<file path="src/rtl/chop_pkg.sv">
package chop_pkg;

    typedef enum logic [2:0] {
        ST_IDLE  = 3'd0,
        ST_DRIVE = 3'd1,
        ST_FAST  = 3'd2,
        ST_GAP   = 3'd3,
        ST_SLOW  = 3'd4,
        ST_REVDT = 3'd5
    } chop_state_e;

    typedef struct packed {
        logic hi_a;
        logic lo_a;
        logic hi_b;
        logic lo_b;
    } gate_t;

    typedef struct packed {
        chop_state_e state;
        logic        dir;
        logic        zero_seen;
    } chop_regs_t;

endpackage

</file>
<file path="src/rtl/chop_downcnt.sv">
module chop_downcnt #(
    parameter int W = 8
) (
    input  logic         clk,
    input  logic         rst_n,
    input  logic         load,
    input  logic [W-1:0] load_val,
    output logic [W-1:0] cnt
);
    logic [W-1:0] cnt_d, cnt_q;

    always_comb begin
        cnt_d = cnt_q;
        if (load) begin
            cnt_d = load_val;
        end else if (cnt_q != '0) begin
            cnt_d = cnt_q - W'(1);
        end
    end

    always_ff @(posedge clk or negedge rst_n) begin
        if (!rst_n) begin
            cnt_q <= '0;
        end else begin
            cnt_q <= cnt_d;
        end
    end

    assign cnt = cnt_q;
endmodule

</file>
<file path="src/rtl/chop_gate_map.sv">
module chop_gate_map
    import chop_pkg::*;
(
    input  logic        en,
    input  chop_state_e state,
    input  logic        dir,
    input  logic        zero_seen,
    output gate_t       gates
);
    gate_t main_diag, back_diag;

    always_comb begin
        main_diag = dir ? '{hi_a: 1'b1, lo_a: 1'b0, hi_b: 1'b0, lo_b: 1'b1}
                        : '{hi_a: 1'b0, lo_a: 1'b1, hi_b: 1'b1, lo_b: 1'b0};
        back_diag = dir ? '{hi_a: 1'b0, lo_a: 1'b1, hi_b: 1'b1, lo_b: 1'b0}
                        : '{hi_a: 1'b1, lo_a: 1'b0, hi_b: 1'b0, lo_b: 1'b1};
        gates = '0;
        if (en) begin
            unique case (state)
                ST_DRIVE: gates = main_diag;
                ST_FAST:  gates = zero_seen ? '0 : back_diag;
                ST_SLOW:  gates = zero_seen ? '0
                                : '{hi_a: 1'b0, lo_a: 1'b1, hi_b: 1'b0, lo_b: 1'b1};
                default:  gates = '0;
            endcase
        end
    end
endmodule

</file>
<file path="src/rtl/winding_chopper.sv">
module winding_chopper
    import chop_pkg::*;
#(
    parameter int OFF_CYC   = 300,
    parameter int FAST_CYC  = 90,
    parameter int DT_CYC    = 6,
    parameter int BLANK_CYC = 10
) (
    input  logic clk,
    input  logic rst_n,
    input  logic drive_en,
    input  logic dir_fwd,
    input  logic trip_hit,
    input  logic zero_cur,
    output logic gate_hi_a,
    output logic gate_lo_a,
    output logic gate_hi_b,
    output logic gate_lo_b
);
    localparam int SLOW_CYC = OFF_CYC - FAST_CYC - DT_CYC;
    localparam int CW       = $clog2(OFF_CYC + 1);
    localparam int BW       = $clog2(BLANK_CYC + 1);
    localparam logic [CW-1:0] FAST_LD = CW'(FAST_CYC);
    localparam logic [CW-1:0] DT_LD   = CW'(DT_CYC);
    localparam logic [CW-1:0] SLOW_LD = CW'(SLOW_CYC);
    localparam logic [BW-1:0] BLK_LD  = BW'(BLANK_CYC);

    chop_regs_t    r_d, r_q;
    logic          ph_load, bl_load, dir_flip, ph_last;
    logic [CW-1:0] ph_val, ph_cnt;
    logic [BW-1:0] blank_cnt;
    gate_t         gates;

    chop_state_e   state_q;
    logic          dir_q, zero_seen_q;

    assign state_q     = r_q.state;
    assign dir_q       = r_q.dir;
    assign zero_seen_q = r_q.zero_seen;

    chop_downcnt #(.W(CW)) phase_ctr_i (
        .clk      (clk),
        .rst_n    (rst_n),
        .load     (ph_load),
        .load_val (ph_val),
        .cnt      (ph_cnt)
    );

    chop_downcnt #(.W(BW)) blank_ctr_i (
        .clk      (clk),
        .rst_n    (rst_n),
        .load     (bl_load),
        .load_val (BLK_LD),
        .cnt      (blank_cnt)
    );

    always_comb begin
        r_d      = r_q;
        ph_load  = 1'b0;
        ph_val   = '0;
        bl_load  = 1'b0;
        dir_flip = (dir_fwd != r_q.dir);
        ph_last  = (ph_cnt == CW'(1));
        if (!drive_en) begin
            r_d.state     = ST_IDLE;
            r_d.zero_seen = 1'b0;
        end else begin
            unique case (r_q.state)
                ST_IDLE: begin
                    r_d.state = ST_DRIVE;
                    r_d.dir   = dir_fwd;
                    bl_load   = 1'b1;
                end
                ST_DRIVE: begin
                    if (dir_flip) begin
                        r_d.state = ST_REVDT;
                        ph_load   = 1'b1;
                        ph_val    = DT_LD;
                    end else if (trip_hit && blank_cnt == '0) begin
                        r_d.state = ST_FAST;
                        ph_load   = 1'b1;
                        ph_val    = FAST_LD;
                    end
                end
                ST_FAST, ST_GAP, ST_SLOW: begin
                    r_d.zero_seen = r_q.zero_seen | zero_cur;
                    if (dir_flip) begin
                        r_d.state     = ST_REVDT;
                        r_d.zero_seen = 1'b0;
                        ph_load       = 1'b1;
                        ph_val        = DT_LD;
                    end else if (ph_last) begin
                        if (r_q.state == ST_FAST) begin
                            r_d.state = ST_GAP;
                            ph_load   = 1'b1;
                            ph_val    = DT_LD;
                        end else if (r_q.state == ST_GAP) begin
                            r_d.state = ST_SLOW;
                            ph_load   = 1'b1;
                            ph_val    = SLOW_LD;
                        end else begin
                            r_d.state     = ST_DRIVE;
                            r_d.zero_seen = 1'b0;
                            bl_load       = 1'b1;
                        end
                    end
                end
                ST_REVDT: begin
                    if (ph_last) begin
                        r_d.state = ST_DRIVE;
                        r_d.dir   = dir_fwd;
                        bl_load   = 1'b1;
                    end
                end
                default: r_d.state = ST_IDLE;
            endcase
        end
    end

    always_ff @(posedge clk or negedge rst_n) begin
        if (!rst_n) begin
            r_q <= '{state: ST_IDLE, dir: 1'b0, zero_seen: 1'b0};
        end else begin
            r_q <= r_d;
        end
    end

    chop_gate_map gate_map_i (
        .en        (drive_en),
        .state     (r_q.state),
        .dir       (r_q.dir),
        .zero_seen (r_q.zero_seen),
        .gates     (gates)
    );

    assign gate_hi_a = gates.hi_a;
    assign gate_lo_a = gates.lo_a;
    assign gate_hi_b = gates.hi_b;
    assign gate_lo_b = gates.lo_b;
endmodule

</file>
<file path="config.mk">
export PLATFORM = sky130hd
export DESIGN_NAME = winding_chopper
export DESIGN_NICKNAME = d
export VERILOG_FILES = /design/src/rtl/chop_pkg.sv /design/src/rtl/chop_downcnt.sv /design/src/rtl/chop_gate_map.sv /design/src/rtl/winding_chopper.sv
export SDC_FILE = /design/constraint.sdc
export NUM_CORES = 1
export LEC_CHECK = 0
export ABC_AREA = 1
export BUFFER_PORTS_ARGS = -buffer_cell sky130_fd_sc_hd__clkbuf_2
export CAP_MARGIN = 20
export CORE_UTILIZATION = 50
export CTS_CLUSTER_SIZE = 20
export DETAILED_ROUTE_END_ITERATION = 16
export PLACE_DENSITY = 0.71
export SYNTH_ARGS = -nofsm -noshare
export SYNTH_HDL_FRONTEND = slang
export SYNTH_SLANG_ARGS = --single-unit
</file>
<file path="constraint.sdc">
create_clock -name clk -period 1.3 [get_ports clk]
set_input_delay 0.26 -clock clk [delete_from_list [all_inputs] [get_ports clk]]
set_output_delay 0.26 -clock clk [all_outputs]
set_load 0.02 [all_outputs]
</file>
==> summary.md <==
| Metric | Value |
|---|---|
| DR iter-0 viols | `82` |
| Status | `complete, but fails checks` |
| Fmax | `550.5 MHz` |
| Longest Clk Path Bufs | `2` |
| Global Route Usage Sum | `36.73%` |
| Largest stage delay, worst path | `500 ps` |
| Compound-Gate Fraction of Synth Area | `11.12%` |
| Synth unique cells | `27` |
| Kind of critical path | `reg -> out` |
| Die Wd | `52.87 um` |
| Initial antenna violation count | `0` |
| Worst IR Drop VDD | `1.936 mV` |
| Final Hold Fails | `0` |
| Crit-path leading delay family | `flip-flops` |
| Slew margin rel. | `67.85%` |
| Arrival time at the worst endpoint | `1560 ps` |
| Dpl cells | `256` |
| Post-route setup TNS | `-7175 ps` |
| Tcrit/Tclk final | `139.7%` |
| Critical Path End Type | `primary output` |
| Crit-path max FO | `4` |
| Core Box Area | `2455 um^2` |
| Fin nets | `255` |
| Failing checks | `negative setup slack` |
| Clock buffer count from CTS | `3` |
| RSZ-0062 raised after global routing | `yes` |
| Post-synthesis adder-cell area fraction | `4.836%` |
| Drt drc | `0` |
| Leak Pwr | `1.071 nW` |
| Synthesis-to-finish area growth | `63.15%` |
| Buffers and inverters on the worst path | `3` |
| Largest family of logic cells by synthesized area | `simple AND/OR/NAND/NOR gates` |
| Full die area | `2795 um^2` |
| Syn Std Cell Area | `1294 um^2` |
| Hold_ws | `248.5 ps` |
| Fin area | `2111 um^2` |
| Finished Layout Cells | `273` |
| Seq cells post-synth | `18` |
| Synth Instances | `177` |
| Ant. Diodes | `0` |
| Fin. max-slew vios | `0` |
| R2R Setup Slk | `-430 ps` |
| Number of I/O pins | `10` |
| Share of cells above drive strength 1 | `54.73%` |
| Wire length per cell | `18.63 um` |
| Vias per cell | `5.762` |
| Sequential share of the synthesized area | `34.82%` |
| Pre-CTS setup slack | `-234.2 ps` |
| MaxCap Viol Count | `0` |
| Post-synthesis mux area share | `0%` |
| DR pass1 iterations | `4` |
| Share of flip-flops with an asynchronous set or reset | `100.0%` |
| Worst-path clk slew | `120 ps` |
| Vias in the first global route | `1508` |
| Grt ovf | `0` |
| DRT antenna net count | `0` |
| Slowest CP cell | `dfrtp_1` |
| Number of flops mapped to enable cells by yosys | `0` |
| DIE HEIGHT | `52.87 um` |
| Setup ws final | `-516.4 ps` |
| Row cnt | `18` |
| Worst min path class | `in -> reg` |
| Final setup viols | `22` |
| Critical Path RT | `1040 ps` |
| Synth Area in XOR/XNOR | `8.027%` |
| Largest net degree at the start of global routing | `19` |
| Initial Util | `52.70%` |
| Final WL | `5086 um` |
| DP Area | `1758 um^2` |
| First-pass GRT wire length | `7107 um` |
| Most used cell, CP | `o21ai_2` |
| Top FF cell, synth | `dfrtp_1` |
| TritonCTS clock tree | `yes` |
| Syn Nets | `188` |
| Final Critical Period | `1816 ps` |
| Hpwl dp | `2555 um` |
| Simple-Gate Fraction of Synth Area | `33.27%` |
| Power Density | `2735 nW/um^2` |
| Worst-Margin Slew | `482.3 ps` |
| Clk_lat worst skew | `320 ps` |
| Clk root buf | `clkbuf_4` |
| Htree depth | `1` |
| DR vias | `1573` |
| Fill count | `117` |
| Startpoint types | `flop` |
| Final GP Congestion | `0.8468` |
| Synth warn | `0` |
| CP Cell Sequence | `inv_1 > nand3_2 > o21ai_2 > inv_2 > o21ai_2 > clkbuf_8` |
| PortBufs | `9` |
| Mean area per synthesized cell | `7.309 um^2` |
| Clock Sinks | `18` |
| Clock Skews | `2.399 ps` |
-- tightest hold or removal path, cell delays in order --
cell and delay (ps):
clkbuf_2 90, a21oi_2 150, a211oi_2 50
-- metal layers --
| metal | vias up | global-route usage [%] | part of all wire, % |
|---|---|---|---|
| met4 | 0 | 23.25 | 6.0 |
| met1 | 748 | 43.37 | 38 |
| met2 | 96 | 60.76 | 49 |
| li1 | 702 | - | - |
| met5 | - | 0 | 0 |
| met3 | 27 | 6.609 | 6.8 |
-- where the power goes --
| group | total [mW] | internal, mW | switching (mW) |
|---|---|---|---|
| clock | 0.385 | 0.172 | 0.213 |
| sequential | 1.11 | 0.831 | 0.275 |
| combinational | 4.28 | 1.93 | 2.35 |
| total | 5.77 | 2.93 | 2.84 |
-- area by class of cell --
class	count	area [um^2]	area share (%)
inverter	23	93.84	4.446
multi-input combinational	134	992.2	47.01
sequential	18	452.9	21.46
tap	30	37.54	1.778
timing repair buffer	64	498.0	23.59
clock buffer	4	36.28	1.719
-- cell usage in the layout (no fill, tap or decap), drive strengths merged --
| cell type | count |
|---|---|
| inv | 23 |
| o21ai | 11 |
| nand3 | 13 |
| nand2b | 1 |
| a211oi | 1 |
| a21oi | 11 |
| nand2 | 47 |
| clkbuf | 11 |
| buf | 56 |
| nand4 | 3 |
| ha | 5 |
| xor2 | 7 |
| o211ai | 1 |
| dfrtp | 18 |
| nor2 | 23 |
| dlygate4sd3 | 1 |
| nor3 | 6 |
| xnor2 | 4 |
| o31ai | 1 |
-- registers in the layout, indices dropped and copies added, names as in the netlist --
| signal | cells |
|---|---|
| phase_ctr_i.cnt | 9 |
| blank_ctr_i.cnt | 4 |
| state_q | 3 |
| dir_q | 1 |
| zero_seen_q | 1 |
-- what timing repair did --
| action | in CTS | in global routing |
|---|---|---|
| pin swaps | 15 | 13 |
| hold buffers | 1 | 0 |
| buffers inserted | 11 | 1 |
| hold endpoints to repair | 18 | 0 |
| setup endpoints to repair | 22 | 22 |
| resized for setup | 40 | 28 |
-- metrics by stage --
stage | util, % | power (mW)
floorplan | - | 2.906
global placement | 71.61 | 4.027
detailed placement | 71.61 | 4.143
CTS | 82.16 | 5.166
global route | 85.98 | 6.087
finish | 85.98 | 5.772
-- synth_stat cells (2+ instances only) --
cell      n  area share [%]
nand3_1  12             4.6
nand2_2   4             1.9
ha_1      5             4.8
a21oi_1  10             3.9
inv_2     2            0.58
nor3_2    3             2.3
nor3_1    3             1.2
xnor2_1   3             2.0
o21ai_0   9             3.5
inv_1    21             6.1
xor2_1    7             4.7
dfrtp_1  18              35
nand4_1   3             1.5
nand2_4   2             1.7
o21ai_1   2            0.77
nand2_1  41              12
nor2_1   22             6.4
-- worst paths after layout --
check | endpoint | start | cells past startpoint
worst max-delay path | gate_lo_b | dir_q | 6
min in group asynchronous | state_q[2] | rst_n | 2
worst min-delay path | zero_seen_q | zero_cur | 3
worst min register to register | zero_seen_q | zero_seen_q | 2
worst max register to register | phase_ctr_i.cnt[3] | dir_q | 7
max in group asynchronous | state_q[0] | rst_n | 2
-- cell families after synthesis --
logic type,Yosys count
simple gates,93
compound gates,25
buf+inv,25
flops,18
xor+xnor,11
fa+ha+maj,5
Note: power is estimated with default switching activity, not from simulation.
